==> config.mk <==
export PLATFORM = sky130hd
export DESIGN_NAME = cascade_irq_hub
export DESIGN_NICKNAME = d
export VERILOG_FILES = /design/src/rtl/cih_pkg.sv /design/src/rtl/cih_pic_cell.sv /design/src/rtl/cih_ctrl.sv /design/src/rtl/cih_datapath.sv /design/src/rtl/cascade_irq_hub.sv
export SDC_FILE = /design/constraint.sdc
export NUM_CORES = 1
export LEC_CHECK = 0
export BUFFER_PORTS_ARGS = -buffer_cell sky130_fd_sc_hd__buf_2
export CAP_MARGIN = 0
export CORE_MARGIN = 2
export CORE_UTILIZATION = 50
export DETAILED_ROUTE_END_ITERATION = 10
export PLACE_DENSITY = 0.66
export SETUP_SLACK_MARGIN = 0.15
export SYNTH_ARGS = -nofsm -noshare
export SYNTH_HDL_FRONTEND = slang
export SYNTH_HIERARCHICAL = 1
export SYNTH_SLANG_ARGS = --single-unit
==> constraint.sdc <==
create_clock -name clk -period 5.75 [get_ports clk]
set_input_delay 0.575 -clock clk [delete_from_list [all_inputs] [get_ports clk]]
set_output_delay 0.575 -clock clk [all_outputs]
set_load 0.03 [all_outputs]
==> src/rtl/cih_pkg.sv <==
package cih_pkg;
  localparam int LINES     = 8;
  localparam int LW        = $clog2(LINES);
  localparam int SLAVES    = 4;
  localparam int CTLS      = SLAVES + 1;
  localparam int TRIG_SEL  = SLAVES + 1;
  localparam int SW        = $clog2(CTLS + 1);
  localparam int IRQS      = SLAVES * LINES;
  localparam int IW        = $clog2(IRQS);
  localparam int EXP_BASE  = 7;
  localparam int EXP_LINES = 16;
  localparam logic [7-LW:0] EOI_TAG = 5'b11100;

  typedef struct packed {
    logic [CTLS-1:0] maskWr;
    logic [CTLS-1:0] eoiWr;
    logic [LW-1:0]   line;
    logic [7:0]      data;
    logic [1:0]      trigWr;
    logic            ack;
  } cih_stb_t;

  // master input used by each slave
  function automatic int cascadeIn(input int s);
    case (s)
      0:       return 1;
      1:       return 3;
      2:       return 4;
      default: return 5;
    endcase
  endfunction

  // trigger-register bit for an expansion IRQ, -1 when fixed
  function automatic int trigBit(input int e);
    if (e >= 3 && e <= 7)   return e - 3;
    if (e >= 9 && e <= 11)  return e - 4;
    if (e == 12)            return 8;
    if (e >= 14 && e <= 15) return e - 5;
    return -1;
  endfunction

  function automatic logic [IRQS-1:0] levelMap(input logic [15:0] ctl,
                                               input logic [IRQS-1:0] fixedLvl);
    logic [IRQS-1:0] r;
    r = fixedLvl;
    for (int e = 0; e < EXP_LINES; e++) begin
      int b;
      b = trigBit(e);
      if (b >= 0) r[e + EXP_BASE] = ctl[b[3:0]];
    end
    return r;
  endfunction
endpackage

==> src/rtl/cih_pic_cell.sv <==
module cih_pic_cell import cih_pkg::*; #(
  parameter logic [LINES-1:0] MASK_RST = '1
) (
  input  logic             clk,
  input  logic             rst_n,
  input  logic [LINES-1:0] reqIn,
  input  logic [LINES-1:0] level,
  input  logic             maskWr,
  input  logic [LINES-1:0] maskData,
  input  logic             eoiWr,
  input  logic [LW-1:0]    eoiLine,
  input  logic             ackWr,
  output logic             active,
  output logic [LW-1:0]    winLine
);
  logic [LINES-1:0] mask, isr, latch, prevIn;
  logic [LINES-1:0] rise, req, pend, ackHot, eoiHot;
  logic             found, busy;
  logic [LW-1:0]    isrTop;

  assign rise   = reqIn & ~prevIn;
  assign req    = (level & reqIn) | (~level & latch);
  assign pend   = req & ~mask;
  assign ackHot = ackWr ? (LINES'(1) << winLine) : '0;
  assign eoiHot = eoiWr ? (LINES'(1) << eoiLine) : '0;

  always_comb begin
    found   = 1'b0;
    winLine = '0;
    busy    = 1'b0;
    isrTop  = '0;
    for (int i = LINES - 1; i >= 0; i--) begin
      if (pend[i]) begin
        found   = 1'b1;
        winLine = LW'(i);
      end
      if (isr[i]) begin
        busy   = 1'b1;
        isrTop = LW'(i);
      end
    end
    active = found && (!busy || winLine < isrTop);
  end

  always_ff @(posedge clk or negedge rst_n) begin
    if (!rst_n) begin
      mask   <= MASK_RST;
      isr    <= '0;
      latch  <= '0;
      prevIn <= '0;
    end else begin
      prevIn <= reqIn;
      latch  <= (latch & ~ackHot) | (rise & ~level);
      isr    <= (isr & ~eoiHot) | ackHot;
      if (maskWr) mask <= maskData;
    end
  end
endmodule

==> src/rtl/cih_ctrl.sv <==
module cih_ctrl import cih_pkg::*; (
  input  logic          regWe,
  input  logic [SW-1:0] regSel,
  input  logic          regOff,
  input  logic [7:0]    regWdata,
  input  logic          intAck,
  output cih_stb_t      stb
);
  always_comb begin
    stb      = '0;
    stb.data = regWdata;
    stb.line = regWdata[LW-1:0];
    stb.ack  = intAck;
    if (regWe) begin
      if (int'(regSel) < CTLS) begin
        if (regOff)                          stb.maskWr[regSel] = 1'b1;
        else if (regWdata[7:LW] == EOI_TAG)  stb.eoiWr[regSel]  = 1'b1;
      end else if (int'(regSel) == TRIG_SEL) begin
        stb.trigWr[regOff] = 1'b1;
      end
    end
  end
endmodule

==> src/rtl/cih_datapath.sv <==
module cih_datapath import cih_pkg::*; #(
  parameter logic [IRQS-1:0] FIXED_LEVEL = 32'hFF90_0037
) (
  input  logic            clk,
  input  logic            rst_n,
  input  logic [IRQS-1:0] irqIn,
  input  logic            auxIrq,
  input  cih_stb_t        stb,
  output logic            intOut,
  output logic            auxWin,
  output logic [IW-1:0]   vecOut
);
  logic [15:0]       trigCtl;
  logic [IRQS-1:0]   levelAll;
  logic [SLAVES-1:0] slvActive, slvAck;
  logic [LW-1:0]     slvWin [SLAVES];
  logic [LINES-1:0]  masterIn;
  logic              masterActive, ackOk;
  logic [LW-1:0]     masterWin;

  always_ff @(posedge clk or negedge rst_n) begin
    if (!rst_n) trigCtl <= '0;
    else begin
      if (stb.trigWr[0]) trigCtl[7:0]  <= stb.data;
      if (stb.trigWr[1]) trigCtl[15:8] <= stb.data;
    end
  end

  assign levelAll = levelMap(trigCtl, FIXED_LEVEL);
  assign ackOk    = stb.ack & masterActive;

  for (genvar s = 0; s < SLAVES; s++) begin : g_slv
    assign slvAck[s] = ackOk && (int'(masterWin) == cascadeIn(s));
    cih_pic_cell #(.MASK_RST('1)) u_cell (
      .clk(clk), .rst_n(rst_n),
      .reqIn(irqIn[s*LINES +: LINES]),
      .level(levelAll[s*LINES +: LINES]),
      .maskWr(stb.maskWr[s]), .maskData(stb.data),
      .eoiWr(stb.eoiWr[s]), .eoiLine(stb.line),
      .ackWr(slvAck[s]),
      .active(slvActive[s]), .winLine(slvWin[s])
    );
  end

  always_comb begin
    masterIn    = '0;
    masterIn[0] = auxIrq;
    for (int s = 0; s < SLAVES; s++) masterIn[cascadeIn(s)] = slvActive[s];
  end

  cih_pic_cell #(.MASK_RST('0)) u_master (
    .clk(clk), .rst_n(rst_n),
    .reqIn(masterIn), .level('1),
    .maskWr(stb.maskWr[SLAVES]), .maskData(stb.data),
    .eoiWr(stb.eoiWr[SLAVES]), .eoiLine(stb.line),
    .ackWr(ackOk),
    .active(masterActive), .winLine(masterWin)
  );

  always_comb begin
    vecOut = '0;
    for (int s = 0; s < SLAVES; s++)
      if (masterActive && int'(masterWin) == cascadeIn(s))
        vecOut = IW'(s * LINES + int'(slvWin[s]));
  end

  assign intOut = masterActive;
  assign auxWin = masterActive && (masterWin == '0);
endmodule

==> src/rtl/cascade_irq_hub.sv <==
module cascade_irq_hub import cih_pkg::*; #(
  parameter logic [IRQS-1:0] FIXED_LEVEL = 32'hFF90_0037
) (
  input  logic            clk,
  input  logic            rst_n,
  input  logic [IRQS-1:0] irqIn,
  input  logic            auxIrq,
  input  logic            regWe,
  input  logic [SW-1:0]   regSel,
  input  logic            regOff,
  input  logic [7:0]      regWdata,
  input  logic            intAck,
  output logic            intOut,
  output logic            auxWin,
  output logic [IW-1:0]   vecOut
);
  cih_stb_t stb;

  cih_ctrl u_ctrl (
    .regWe(regWe), .regSel(regSel), .regOff(regOff),
    .regWdata(regWdata), .intAck(intAck), .stb(stb)
  );

  cih_datapath #(.FIXED_LEVEL(FIXED_LEVEL)) u_dp (
    .clk(clk), .rst_n(rst_n), .irqIn(irqIn), .auxIrq(auxIrq),
    .stb(stb), .intOut(intOut), .auxWin(auxWin), .vecOut(vecOut)
  );
endmodule

**Word-level counts from Yosys, hierarchy flattened**

Cells that the tools add are included.

- Bits in writable memories: 0
- Memory bits (read-only): 0
- Latch bits: 0
- Word-level logic and storage cells: 308
- Flip-flop bits (word level): 139
- Input port bits: 49
- Memories kept: 0

- $add $sub $neg: 3
- $lt $le $gt $ge: 10
- Muxes and demuxes: 186
- Divide/modulo/power cells: 0
- Shift-type cells: 6
- Bitwise logic cells: 52
- Multiply operators: 0
- Equality and inequality tests: 6
- Reductions and logical operators: 27

Operators by type and width:

| kind | count |
|---|---|
| $mux W3 | 81 |
| $and A8 B8 Y8 | 20 |
| $not A8 Y8 | 17 |
| $mux W1 | 82 |
| $mux W8 | 10 |
| $or A8 B8 Y8 | 10 |
| $shl A1 B3 Y8 const A | 6 |
| $mux W5 | 6 |
| $mux W10 | 2 |
| $logic_and A1 B1 Y1 | 16 |
| $lt A3 B3 Y1 | 5 |
| $eq A3 B3 Y1 const B | 4 |
| $add A5 B3 Y5 const A | 2 |
| $and A6 B8 Y8 | 1 |
| $and A7 B8 Y8 | 1 |
| $not A7 Y8 | 1 |
| $or A6 B8 Y8 | 1 |
| $mux W2 | 3 |
| $add A4 B3 Y5 const A | 1 |
| $eq A5 B5 Y1 const B | 1 |
| $logic_not A1 Y1 | 5 |
| $logic_or A1 B1 Y1 | 5 |
| $lt A3 B4 Y1 const B | 1 |
| $demux W1 S3 | 1 |
| other kinds (8) | 8 |

**Longest topological paths before layout**

- Depth in word-level cells: 33
- Mapped depth: 21

**Modules after synthesis**

The synthesis kept the hierarchy.

By module, submodules not included:

| module | instances | area each (µm²) | seq. area each (µm²) | cells each |
|---|---|---|---|---|
| cih_pic_cell (u_dp.g_slv[0].u_cell ...) | 4 | 1559.0 | 810.8 | 143 |
| cih_pic_cell (u_dp.u_master) | 1 | 1549.0 | 800.8 | 143 |
| cih_datapath | 1 | 619.3 | 275.3 | 50 |
| cih_ctrl | 1 | 252.7 | 0.0 | 34 |

**Worst setup path after synthesis**

No wires, ideal clock.

- Path kind: input to output
- Start: input port irqIn[16]
- End: output port vecOut[2]
- Stages on the path: 18
- Setup slack: -247 ps
- Data required time: 5175 ps
- Buffers on the path: 0
- Arrival: 5422 ps
- Cell sequence: mux2i_2 > o22ai_1 > nor3_4 > nor2b_1 > ha_1 > a211o_1 > nor3_1 > a2bb2oi_1 > mux2i_1 > o22ai_1 > nor2_1 > nor2b_1 > ha_1 > a211o_1 > nor3_1 > a2bb2oi_1 > nand3b_1 > o22ai_1

RTL lines:

| element | RTL line | RTL |
|---|---|---|
| from (decl) | cascade_irq_hub.sv:6 | `input logic [IRQS-1:0] irqIn,` |
| to (decl) | cascade_irq_hub.sv:15 | `output logic [IW-1:0] vecOut` |

==> impl_metrics.yaml <==
critical_path:
  path_cells: "mux2i_2 -> o22ai_1 -> nor2b_1 -> o31a_1 -> ha_1 -> a211o_1 -> nor3_2 -> a2bb2oi_2 -> mux2i_1 -> nor2_2 -> nor3_4 -> nor2b_2 -> ha_1 -> a211o_1 -> nor3_2 -> a2bb2oi_2 -> buf_4 -> nand3b_1 -> o22ai_2 -> buf_4"
  criticalPathCategory: "reg2out"
  slowest_delay_ps: 390
  r2r_slack_ps: 740
  cp-start-kind: "flop"
  crit_required_ps: 5180
  cp_max_fo: 5
  r2r-end: "u_dp/g_slv[0].u_cell/latch[7]"
  critPathSlowestCell: "dfrtp_1"
  r2r-start: "u_dp/trigCtl[4]"
  rr_worst_depth: 21
  cp-end-kind: "output pin"
  cp.arrival_ps: 4840
global_route:
  grt_pass1_wl_um: 32400
  grt_max_degree: 112
  top_usage_layer: "met2"
  grt_overflow: 0
  antenna_found_initial: 0
  grt_pass1_vias: 6144
  grtUsageMet2: 0.354
  grtUsageTotal: 0.229
  met1_usage: 0.334
  grt_use_met3: 0.0385
synth:
  yosys_warnings: 6
  avgSynthCellArea_um2: 10.8
  ys_seq_elements: 171
  ys_seq_area_frac: 0.499
  netlist_top_cells_count: "dfrtp_1, nor2_1, nand2_1"
  yosysUniqueCellTypes: 51
  synth_flop_cell: "dfrtp_1"
  synth.most_common_cell: "dfrtp_1"
  syn-cell-area_um2: 8660
  yosys.area.top_type: "dfrtp_1"
  synth-edff-count: 0
  synthTopCellsByArea: "dfrtp_1, dfstp_2, mux2_2"
  yosysTopAreaCellShare: 0.402
  syn_inst: 799
  async_flop_share: 1.00
power_and_ir_drop:
  p_clk_frac: 0.261
  intPower_uw: 2810
  p_leak_uw: 0.00451
  p_per_area_nw_per_um2: 417
  vdd_ir_drop_max_uv: 243
  sequentialPowerShare: 0.382
  power_switching_share: 0.345
  p_switching_uw: 1480
  combPwrFrac: 0.357
cts:
  hold_buffers: 0
  cts.sink_count: 171
  cts_buffer_depth: 2
  clk_pin_slew_ps: 60
  cts_buffers: 17
  clk_latency_ps: 430
  cts-root-buf: "clkbuf_16"
  h-tree-depth: 4
  cts_tree: "yes"
drt:
  wirelength_um: 20200
  vias: 6488
  first_iter_violations: 429
  drc: 0
  wire_per_inst_um: 17.2
  ant_nets: 0
  drtPass1Iterations: 5
  vias_per_cell: 5.53
floorplan:
  top_level_ports: 56
  fp-row-count: 48
  start_util: 0.506
  coreArea_um2: 17100
  die_w_um: 136
  die_h_um: 136
  die_area_um2: 18400
job:
  cap_violations: 0
placed_design:
  portBuffers: 55
  place_hpwl_um: 14000
  gp_congestion: 0.898
  post_dp_cell_area_um2: 9430
sta:
  maxSlewHeadroom: 0.341
  skew_ps: 10.3
  tightest_slew_ps: 988
  drv_slew: 0
  rsz0062_at_grt: "false"
  fin_crit_sh: 0.941
  finalHoldViolCount: 0
  fmax_ghz: 0.185
  fin_setup_tns_ps: 0
  layout_min_cycle_time_ps: 5410
  setup_viol: 0
cells_and_area:
  n_fill_cell: 1445
  finalInstanceArea_um2: 10300
  fin_nets: 995
  area_delta_synth_final_pct: 18.8
  antenna_cells_inserted: 0
  drive_gt1_frac: 0.299
worst_hold_path:
  hold_path_class: "in2async"
run_status:
  status: "complete, no violations"
layout by cell type (no fill, tap or decap), types with 12 or more instances in the layout:
| cell type | n |
|---|---|
| mux2i_2 | 13 |
| nor2_2 | 19 |
| inv_1 | 12 |
| dfrtp_1 | 139 |
| dfstp_2 | 32 |
| clkbuf_16 | 17 |
| mux2i_1 | 30 |
| nand2_1 | 88 |
| nand3_1 | 20 |
| nor2_1 | 89 |
| o21ai_0 | 30 |
| conb_1 | 67 |
| buf_4 | 19 |
| nand2b_1 | 26 |
| o31ai_1 | 15 |
| buf_2 | 51 |
| a22o_1 | 40 |
| mux2_2 | 51 |
through the flow:
| step | hold WS, ps | setup WS [ps] | cells | util | total power, uW |
|---|---|---|---|---|---|
| floorplan | 279 | 68.4 | 864 | - | 2660 |
| global placement | 487 | 134 | 1137 | 0.551 | 2990 |
| detailed placement | 490 | 49.2 | 1137 | 0.551 | 3000 |
| CTS | 271 | 133 | 1169 | 0.587 | 4170 |
| global route | 269 | 84.0 | 1174 | 0.601 | 4540 |
| finish | 275 | 337 | 1174 | 0.601 | 4290 |
flip-flops by register name, indices dropped and copies added, names as in the netlist:
signal	cells
u_dp/u_master/latch	8
u_dp/u_master/prevIn	8
u_dp/u_master/mask	8
u_dp/g_slv.u_cell/prevIn	32
u_dp/g_slv.u_cell/isr	32
u_dp/g_slv.u_cell/mask	32
u_dp/g_slv.u_cell/latch	32
u_dp/trigCtl	11
u_dp/u_master/isr	8
power groups by stage:
stage	clock [uW]	sequential, uW	combinational (uW)
2_1_floorplan	0	1590	1070
3_3_place_gp	0	1640	1350
3_5_place_dp	0	1640	1360
4_1_cts	1140	1620	1400
5_1_grt	1200	1670	1670
6_report	1120	1640	1530
worst max-delay path, delay by kind of cell (launching register included):
family          cells  cell delay [ps]
fa+ha+maj           2              520
simple gates        7             1110
compound gates      7             1680
mux                 2              360
flops               1              390
buf+inv             2              360
worst max-delay path by stage:
stage / startpoint / endpoint / depth (start not counted)
2_1_floorplan: irqIn[16] / vecOut[2] / 18
3_3_place_gp: irqIn[0] / vecOut[2] / 21
3_5_place_dp: irqIn[0] / u_dp/g_slv[2].u_cell/latch[4] / 22
4_1_cts: u_dp/trigCtl[5] / vecOut[2] / 20
5_1_grt: u_dp/trigCtl[7] / vecOut[2] / 20
6_report: u_dp/trigCtl[4] / vecOut[2] / 20
cell type report:
cell class | count | area (um^2) | share of cell area
Inverter | 12 | 45.0 | 0.00438
Clock buffer | 25 | 475 | 0.0462
Clock inverter | 7 | 92.6 | 0.00900
Multi-Input combinational cell | 661 | 4640 | 0.451
Sequential cell | 171 | 4320 | 0.420
Timing Repair Buffer | 73 | 432 | 0.0420
Tap cell | 225 | 282 | 0.0274
per-layer routing:
layer / routed length [um] / part of all wire
met3: 921 / 0.046
met1: 9510 / 0.47
met5: 0 / 0
met4: 319 / 0.016
met2: 9440 / 0.47
cells by family after synthesis:
logic type / share of synthesized area
adders and majority gates: 0.0145
and+or+nand+nor: 0.197
AOI/OAI and AO/OA: 0.145
muxes: 0.122
other: 0.000868
xor gates and xnor gates: 0.00101
buffers and inverters: 0.0210
DFF: 0.499
repair_timing:
| action | CTS | global route |
|---|---|---|
| cloned | 0 | 0 |
| pin swaps | 0 | 10 |
| gates resized for setup | 10 | 45 |
| buffers inserted | 0 | 5 |
| endpoints found under the setup margin | 4 | 21 |
No activity file was read; power rests on OpenSTA's default activity.
